## config.mk

```make
export PLATFORM = sky130hd
export DESIGN_NAME = cs_qualifier
export DESIGN_NICKNAME = d
export VERILOG_FILES = /design/src/rtl/csq_pkg.sv /design/src/rtl/cs_sync.sv /design/src/rtl/cs_stability.sv /design/src/rtl/cs_event.sv /design/src/rtl/cs_qualifier.sv
export SDC_FILE = /design/constraint.sdc
export NUM_CORES = 1
export LEC_CHECK = 0
export BUFFER_PORTS_ARGS = -buffer_cell sky130_fd_sc_hd__buf_2
export CORE_AREA = 2 2 39 41
export CTS_CLUSTER_SIZE = 40
export DETAILED_ROUTE_END_ITERATION = 6
export DIE_AREA = 0 0 41 43
export RECOVER_POWER = 100
export SLEW_MARGIN = 5
export SYNTH_ARGS = -nofsm -noshare
export SYNTH_HDL_FRONTEND = slang
export SYNTH_SLANG_ARGS = --single-unit
```

## constraint.sdc

```tcl
create_clock -name clk -period 1.46 [get_ports clk]
set_input_delay 0.292 -clock clk [delete_from_list [all_inputs] [get_ports clk]]
set_output_delay 0.292 -clock clk [all_outputs]
set_load 0.05 [all_outputs]
```

## src/rtl/csq_pkg.sv

```systemverilog
package csq_pkg;

    // Registered state of the event stage: abort arming and the two pulses.
    typedef struct packed {
        logic armed;
        logic init;
        logic abort;
    } evt_state_t;

    // Width of a counter that must hold values 0 .. limit-1.
    function automatic int cnt_width(input int limit);
        return (limit > 1) ? $clog2(limit) : 1;
    endfunction

endpackage

```

## src/rtl/cs_sync.sv

```systemverilog
module cs_sync #(
    parameter int  STAGES    = 2,
    parameter logic RESET_VAL = 1'b1
) (
    input  logic clk,
    input  logic rst_n,
    input  logic din,
    output logic lvl,
    output logic fresh
);
    typedef struct packed {
        logic [STAGES-1:0] chain;
    } sync_state_t;

    sync_state_t st_d, st_q;

    always_comb begin
        st_d = st_q;
        st_d.chain[0] = din;
        for (int i = 1; i < STAGES; i++) begin
            st_d.chain[i] = st_q.chain[i-1];
        end
    end

    always_ff @(posedge clk or negedge rst_n) begin
        if (!rst_n) begin
            st_q.chain <= {STAGES{RESET_VAL}};
        end else begin
            st_q <= st_d;
        end
    end

    assign lvl   = st_q.chain[STAGES-1];
    // A level still travelling down the chain: the count must start over.
    assign fresh = st_q.chain[STAGES-1] ^ st_q.chain[STAGES-2];

endmodule

```

## src/rtl/cs_stability.sv

```systemverilog
module cs_stability #(
    parameter int HOLD_EDGES = 2
) (
    input  logic clk,
    input  logic rst_n,
    input  logic lvl,
    input  logic fresh,
    output logic qual_n,
    output logic fall_now,
    output logic rise_now
);
    localparam int CNT_W = csq_pkg::cnt_width(HOLD_EDGES);
    localparam logic [CNT_W-1:0] CNT_LAST = CNT_W'(HOLD_EDGES - 1);

    typedef struct packed {
        logic             qual;
        logic [CNT_W-1:0] cnt;
    } stab_state_t;

    stab_state_t st_d, st_q;
    logic        take;

    always_comb begin
        st_d = st_q;
        take = 1'b0;
        if ((lvl == st_q.qual) || fresh) begin
            st_d.cnt = '0;
        end else if (st_q.cnt == CNT_LAST) begin
            take      = 1'b1;
            st_d.qual = lvl;
            st_d.cnt  = '0;
        end else begin
            st_d.cnt = st_q.cnt + 1'b1;
        end
    end

    always_ff @(posedge clk or negedge rst_n) begin
        if (!rst_n) begin
            st_q.qual <= 1'b1;
            st_q.cnt  <= '0;
        end else begin
            st_q <= st_d;
        end
    end

    assign qual_n   = st_q.qual;
    assign fall_now = take & ~lvl;
    assign rise_now = take &  lvl;

endmodule

```

## src/rtl/cs_event.sv

```systemverilog
module cs_event (
    input  logic clk,
    input  logic rst_n,
    input  logic fall_now,
    input  logic rise_now,
    input  logic busy,
    output logic init_pulse,
    output logic abort_pulse
);
    import csq_pkg::*;

    evt_state_t st_d, st_q;

    always_comb begin
        st_d       = st_q;
        st_d.init  = fall_now;
        st_d.abort = fall_now & st_q.armed & busy;
        if (!busy) begin
            st_d.armed = 1'b0;
        end else if (rise_now) begin
            st_d.armed = 1'b1;
        end else if (st_d.abort) begin
            st_d.armed = 1'b0;
        end
    end

    always_ff @(posedge clk or negedge rst_n) begin
        if (!rst_n) begin
            st_q <= '0;
        end else begin
            st_q <= st_d;
        end
    end

    assign init_pulse  = st_q.init;
    assign abort_pulse = st_q.abort;

endmodule

```

## src/rtl/cs_qualifier.sv

```systemverilog
module cs_qualifier #(
    parameter int SYNC_STAGES = 2,
    parameter int HOLD_EDGES  = 2
) (
    input  logic clk,
    input  logic rst_n,
    input  logic cs_n_in,
    input  logic conv_busy,
    output logic cs_qual_n,
    output logic port_init,
    output logic conv_abort
);
    logic sync_lvl;
    logic sync_fresh;
    logic fall_now;
    logic rise_now;

    cs_sync #(
        .STAGES    (SYNC_STAGES),
        .RESET_VAL (1'b1)
    ) u_sync (
        .clk   (clk),
        .rst_n (rst_n),
        .din   (cs_n_in),
        .lvl   (sync_lvl),
        .fresh (sync_fresh)
    );

    cs_stability #(
        .HOLD_EDGES (HOLD_EDGES)
    ) u_stab (
        .clk      (clk),
        .rst_n    (rst_n),
        .lvl      (sync_lvl),
        .fresh    (sync_fresh),
        .qual_n   (cs_qual_n),
        .fall_now (fall_now),
        .rise_now (rise_now)
    );

    cs_event u_evt (
        .clk         (clk),
        .rst_n       (rst_n),
        .fall_now    (fall_now),
        .rise_now    (rise_now),
        .busy        (conv_busy),
        .init_pulse  (port_init),
        .abort_pulse (conv_abort)
    );

endmodule

```

Word level (Yosys, flattened, before mapping)
Cells that the tools add are included.
{"block": "totals", "reg_bits": 7, "latch_bits": 0, "ram_bits": 0, "rom_bits": 0, "input_bits": 4, "output_inout_bits": 3, "word_cells": 25, "n_memories": 0}
{"block": "classes", "addsub": 1, "multipliers": 0, "div_mod_pow": 0, "n_lt_le_gt_ge": 0, "n_eq_ne": 2, "shifts": 0, "n_mux": 7, "bitwise": 7, "n_reduce_logical": 2}
{"operator": "two-way mux 1 bit", "n": 7}
{"operator": "bitwise AND 1 bit", "n": 4}
{"operator": "!= test 3 x 1 -> 1 bit, second input constant", "n": 1}
{"operator": "NOT 1 bit", "n": 2}
{"operator": "AND reduction 2 bit", "n": 1}
{"operator": "adder 1 bit, second input constant", "n": 1}
{"operator": "equality test 1 bit", "n": 1}
{"operator": "logical OR 1 bit", "n": 1}
{"operator": "XOR 1 bit", "n": 1}

Depth between registers and ports, before layout
Gate-level depths: netlist of run 1.
{"block": "logic_depth", "depth_word": 9, "mapped_depth": 2, "depth_no_buf": 2}

By module
From an unflattened synthesis of run 1, not the netlist that was laid out.
{"block": "hier_totals", "hier_cells": 17, "area_unflattened_um2": 271.5}
{"module": "cs_stability", "n_inst": 1, "cells_each": 8, "area_each_um2": 113.9, "seq_area_each_um2": 51.3}
{"module": "cs_event", "n_inst": 1, "cells_each": 6, "area_each_um2": 96.3, "seq_area_each_um2": 75.1}
{"module": "cs_sync", "n_inst": 1, "cells_each": 3, "area_each_um2": 61.3, "seq_area_each_um2": 52.6}

Worst setup path before layout of run 1
No wires, ideal clock.
{"block": "synth_path", "path_kind": "reg2reg", "start": "reg u_stab.st_q (netlist bit u_stab.qual_n)", "end": "reg u_stab.st_q[0] (netlist bit)", "setup_ps": 77, "t_arrival_ps": 1194, "t_required_ps": 1383, "path_slack_ps": 189, "path_stages_with_launch": 3, "n_path_buf": 0, "period_less_slack_ps": 1271, "path_cell_list": "dfstp_2 > or3b_1 > a21oi_1"}
{"element": "start: declaration", "line": "cs_stability.sv:20", "source": "stab_state_t st_d, st_q;"}
{"element": "start signal: assignment", "line": "cs_stability.sv:42", "source": "st_q <= st_d;"}

Final worst setup path of run 1
{"block": "layout_path", "start": "reg u_stab.st_q (netlist bit u_stab.qual_n)", "end": "out cs_qual_n"}
{"element": "end: declaration", "line": "cs_qualifier.sv:9", "source": "output logic cs_qual_n,"}
No word-level cell between the ends.

==> results of run 1 <==
-- layout make-up --
class	instances	share of cell area, %
sequential	7	50.7
multi-input combinational	11	24.1
tap	16	5.67
inverter	1	1.06
timing repair buffer	7	11.0
clock buffer	4	7.45
-- where the power goes --
group | switching (W) | internal [W]
Sequential | 0.0000115 | 0.000208
Combinational | 0.0000234 | 0.0000174
Clock | 0.0000663 | 0.000104
Total | 0.000101 | 0.000329
-- metrics by stage --
| stage | power, W | setup WS, ps | instances | area [um^2] |
|---|---|---|---|---|
| 2_1_floorplan | 0.000247 | 189 | 19 | 268 |
| 3_3_place_gp | 0.000261 | 341 | 41 | 318 |
| 3_5_place_dp | 0.000261 | 345 | 41 | 318 |
| 4_1_cts | 0.000443 | 70.7 | 46 | 354 |
| 5_1_grt | 0.000460 | 20.0 | 46 | 353 |
| 6_report | 0.000430 | 71.8 | 46 | 353 |
-- cells by family (layout without fill, tap and decap cells) --
kind of cell	after synthesis	in the layout	share of synthesized area (%)
flops	7	7	66.8
buf+inv	1	12	1.40
simple gates	6	6	18.2
compound gates	5	5	13.5
-- timing repair --
item                                   CTS  global route
endpoints found under the hold margin    4             0
hold buffers                             1             0
setup endpoints to repair                0             0
-- registers in the layout, summed over array words and instances (netlist names) --
signal,flops
u_stab.qual_n,1
u_sync.st_q,2
u_evt.init_pulse,1
u_stab.st_q,1
u_evt.st_q,1
u_evt.abort_pulse,1
-- synthesized netlist by cell type --
| library cell | count | area share [%] |
|---|---|---|
| dfrtp_1 | 4 | 37 |
| dfstp_2 | 3 | 29 |
| nand3b_1 | 2 | 5.6 |
| a211oi_1 | 1 | 2.8 |
| a21o_2 | 1 | 3.3 |
| a21oi_1 | 1 | 1.9 |
| a22o_2 | 1 | 3.7 |
| and3_1 | 1 | 2.3 |
| and4bb_2 | 1 | 4.7 |
| inv_1 | 1 | 1.4 |
| nand2b_1 | 1 | 2.3 |
| o21ai_0 | 1 | 1.9 |
| or3b_1 | 1 | 3.3 |
-- placed cells by master (no fill, tap or decap) --
cell type      count
dfrtp_1            4
clkbuf_4           3
clkbuf_2           3
nand3b_1           2
clkbuf_1           2
buf_2              2
dfstp_2            2
and4bb_2           1
and3_1             1
or3b_1             1
a21oi_1            1
inv_1              1
o21ai_0            1
a211oi_1           1
nand2b_1           1
a21o_2             1
a22o_2             1
dlygate4sd3_1      1
dfstp_1            1
-- metal layers --
| metal | track usage, % | vias up | wire, um |
|---|---|---|---|
| met5 | 0 | - | 0 |
| met4 | 4.00 | 0 | 0 |
| met1 | 8.61 | 90 | 213 |
| met3 | 7.85 | 0 | 48 |
| li1 | - | 93 | - |
| met2 | 8.75 | 11 | 188 |
-- worst max path at each step --
stage | from | cells past startpoint | to | slack (ps)
after floorplan | u_stab.qual_n | 2 | u_stab.st_q[0] | 190
after global placement | u_sync.st_q[0] | 2 | u_evt.abort_pulse | 340
after detailed placement | u_sync.st_q[0] | 2 | u_evt.abort_pulse | 350
after CTS | u_stab.qual_n | 1 | cs_qual_n | 70
after global routing | u_stab.qual_n | 1 | cs_qual_n | 20
final | u_stab.qual_n | 1 | cs_qual_n | 70
==> results.md, run 1 <==
- Worst reg-to-reg setup slack: 280 ps
- First-pass GRT wire length: 800 um
- PortBufs: 6
- Reg clk slew, reported paths: 50 ps
- Syn Nets: 23
- Setup Total Neg Slack: 0 ps
- Row cnt: 14
- Via density: 4.22
- Nature of the critical path startpoint: flip-flop
- Post-route ant nets: 0
- Max Freq: 0.720 GHz
- DIE AREA: 0.00176 mm^2
- Die height: 43 um
- Worst path arrival time: 1100 ps
- Clock skew: 0.893 ps
- RR Startpoint: u_sync.st_q[0]
- Netlist Area Pre-Place: 268 um^2
- Syn Inst Count: 19
- Tcrit/Tclk final: 95.1%
- Gr usage total: 7.60%
- Fin Hold WS: 148 ps
- Status: finished, final reports clean
- Leakage power: 0.155 nW
- Post-route minimum period: 1390 ps
- Share of cells above drive strength 1: 43.3%
- Crit-path max cell delay: 560 ps
- Clock Root Buffer: clkbuf_4
- Final wirelength: 450 um
- H-tree depth: 1
- Initial antenna violation count: 0
- Largest net degree at the start of global routing: 8
- Final #Nets: 35
- Core Util, Final: 25.5%
- DR DRC count: 0
- DR vias: 194
- CP Cell Sequence: clkbuf_2
- Count of final hold-check violations: 0
- Kind of critical path: flip-flop to primary output
- Post-DP HPWL: 306 um
- Worst-Margin Slew: 375 ps
- TritonRoute pass-1 iters: 2
- Register area: 179 um^2
- Number of synthesized register bits: 7
- Grt ovf: 0
- Max cap viols: 0
- RSZ-0062 raised after global routing: no
- Yosys warning count: 0
- Clock buffer depth: 2
- Syn-to-layout area delta: 31.8%
- Worst R2R End: u_evt.st_q[2]
- FILL cells: 147
- Final setup vio count: 0
- R2R cell count: 2
- Min-Delay Path Class: primary input to flip-flop
- Core Box Area: 0.00138 mm^2
- Seq/Total Area, Yosys: 66.8%
- GP Congestion: 0.666
- Initial Utilization: 19.3%
- Worst path required time: 1170 ps
- Largest fanout on the critical path: 7
- Min-Delay Path Depth: 1
- CP max-delay cell: dfstp_2
- Top cell family by delay on the critical path: flip-flops
- Pwr Density: 1220 mW/mm^2
- Rel. slew slack: 75.0%
- PostCTS Resize Cnt: 0
- Skew-Pair Late Insertion Delay: 250 ps
- CP endpoint kind: primary output
- TritonCTS clock tree: done
- Area of the multi-input gates: 85.1 um^2
- Die X: 41 um
- Vias in the first global route: 186
- Mean Syn Cell Area: 14.1 um^2
- Ant. Diodes: 0
- Synth cell types: 13
- Fin. max-slew vios: 0
- I/O Pins: 7
- VDD IR max: 0.626 mV
- Starting DRT DRC Count: 7
- Buffers plus inverters on the worst setup path: 1
- Routed len/inst: 9.78 um
- Hold Crit Start: cs_n_in
- WHS Endpoint: u_sync.st_q[0]
- Clock tree sinks: 7
- Setup Buffers After CTS: 0
- CTS buffer count: 3
Note: power is estimated with default switching activity, not from simulation.
==> run 2, diff against run 1 <==
Settings changed: CTS_BUF_LIST set to sky130_fd_sc_hd__clkbuf_4 sky130_fd_sc_hd__clkbuf_8 sky130_fd_sc_hd__clkbuf_16.
==> run 2 against run 1 <==
  * Critical path depth stayed put
  * Register-to-register slack is essentially flat
  * Routed wire length fell by 2.4%
  * Combinational power hardly changed
  * Hold slack about the same
  * Sequential share of layout area decreased by 0.53 points
  * First-iteration DRC count up 14%
  * Largest cell class unchanged
==> results.md, run 2 (synthesized netlist as in run 1, its figures left out) <==
- Max cap viols: 0
- Skew-Pair Late Insertion Delay: 250 ps
- Share of cells above drive strength 1: 46.7%
- Reg clk slew, reported paths: 50 ps
- Count of final hold-check violations: 0
- Buffers plus inverters on the worst setup path: 1
- DR vias: 196
- Final instance count without filler cells: 46
- Max Freq: 0.720 GHz
- Final #Nets: 35
- Nature of the critical path startpoint: flip-flop
- TritonRoute pass-1 iters: 2
- Leakage power: 0.158 nW
- DR DRC count: 0
- DP Cell Count: 41
- Largest fanout on the critical path: 7
- Largest net degree at the start of global routing: 8
- Starting DRT DRC Count: 8
- Grt ovf: 0
- Top reg by flops: u_sync.st_q
- TritonCTS clock tree: done
- Core Box Area: 0.00138 mm^2
- Fin. max-slew vios: 0
- Routed len/inst: 9.54 um
- Die X: 41 um
- Final setup vio count: 0
- Final wirelength: 439 um
- Top cell family by delay on the critical path: flip-flops
- RSZ-0062 raised after global routing: no
- VDD IR max: 0.626 mV
- Status: finished, final reports clean
- GP Congestion: 0.666
- CTS buffer count: 3
- H-tree depth: 1
- Min-Delay Path Class: primary input to flip-flop
- Number of flip-flops under the largest register name: 2
- Gr usage total: 7.29%
- First-pass GRT wire length: 759 um
- Tcrit/Tclk final: 95.1%
- Most frequent cells in the layout: clkbuf_4 (4), dfrtp_1 (4), clkbuf_2 (3)
- Worst path required time: 1170 ps
- Post-route ant nets: 0
- Post-DP HPWL: 306 um
- Clock buffer depth: 2
- Die height: 43 um
- I/O Pins: 7
- Clock skew: 0.352 ps
- CP max-delay cell: dfstp_2
- Worst path arrival time: 1100 ps
- Syn-to-layout area delta: 33.2%
- Clock tree sinks: 7
- Register area: 179 um^2
- CP Cell Sequence: clkbuf_2
- Rel. slew slack: 74.7%
- Setup Total Neg Slack: 0 ps
- DIE AREA: 0.00176 mm^2
- Row cnt: 14
- Initial antenna violation count: 0
- Area of the multi-input gates: 85.1 um^2
- Crit-path max cell delay: 560 ps
- Vias in the first global route: 181
- Worst-Margin Slew: 380 ps
- Pwr Density: 1260 mW/mm^2
- Clock Root Buffer: clkbuf_4
- Via density: 4.26
- FILL cells: 145
- Ant. Diodes: 0
- Initial Utilization: 19.3%
- Post-route minimum period: 1390 ps
- PortBufs: 6
- Kind of critical path: flip-flop to primary output
- CP endpoint kind: primary output
-- run 2: cell counts in the layout (fill, tap and decap cells not counted) --
No cell type changed its count.
-- run 2: layout make-up --
type	instances	share of cell area [%]
Clock buffer	4	8.42
Inverter	1	1.05
Multi-Input combinational cell	11	23.9
Sequential cell	7	50.2
Tap cell	16	5.61
Timing Repair Buffer	7	10.9
-- run 2: worst paths after layout --
kind | start | to | slack (ps) | cells after the start
setup / recovery | u_stab.qual_n | cs_qual_n | 70 | 1
hold / removal | cs_n_in | u_sync.st_q[0] | 150 | 1
setup reg to reg | u_sync.st_q[0] | u_evt.st_q[2] | 280 | 2
hold reg to reg | u_sync.st_q[0] | u_sync.st_q[1] | 430 | 0
max in group asynchronous | rst_n | u_stab.qual_n | 680 | 2
min in group asynchronous | rst_n | u_evt.init_pulse | 470 | 2
-- run 2: power breakdown --
part	switching, W	internal (W)
registers	0.0000113	0.000208
logic	0.0000234	0.0000174
clock network	0.0000674	0.000123
-- run 2: timing repair --
action,in CTS,in global routing
setup buffers,0,0
gates resized for setup,0,0
endpoints found under the hold margin,4,0
hold buffers,1,0
-- run 2: metal layers --
| layer | track usage [%] | part of all wire [%] | vias up | wire (um) |
|---|---|---|---|---|
| met5 | 0 | 0 | - | 0 |
| met4 | 4.00 | 0 | 0 | 0 |
| met3 | 7.85 | 11 | 0 | 48 |
| met2 | 7.81 | 39 | 11 | 171 |
| met1 | 8.61 | 50 | 91 | 219 |
| li1 | - | - | 94 | - |
-- run 2: per-stage QoR --
| stage | cell area, um^2 | setup slack (ps) | total power (W) | hold WS [ps] | util [%] |
|---|---|---|---|---|---|
| 5_1_grt | 357 | 20.0 | 0.000478 | 124 | 25.8 |
| 3_3_place_gp | 318 | 341 | 0.000261 | 130 | 23.0 |
| 2_1_floorplan | 268 | 189 | 0.000247 | -3.59 | - |
| 6_report | 357 | 71.0 | 0.000450 | 148 | 25.8 |
| 3_5_place_dp | 318 | 345 | 0.000261 | 132 | 23.0 |
| 4_1_cts | 358 | 70.7 | 0.000461 | 130 | 25.9 |
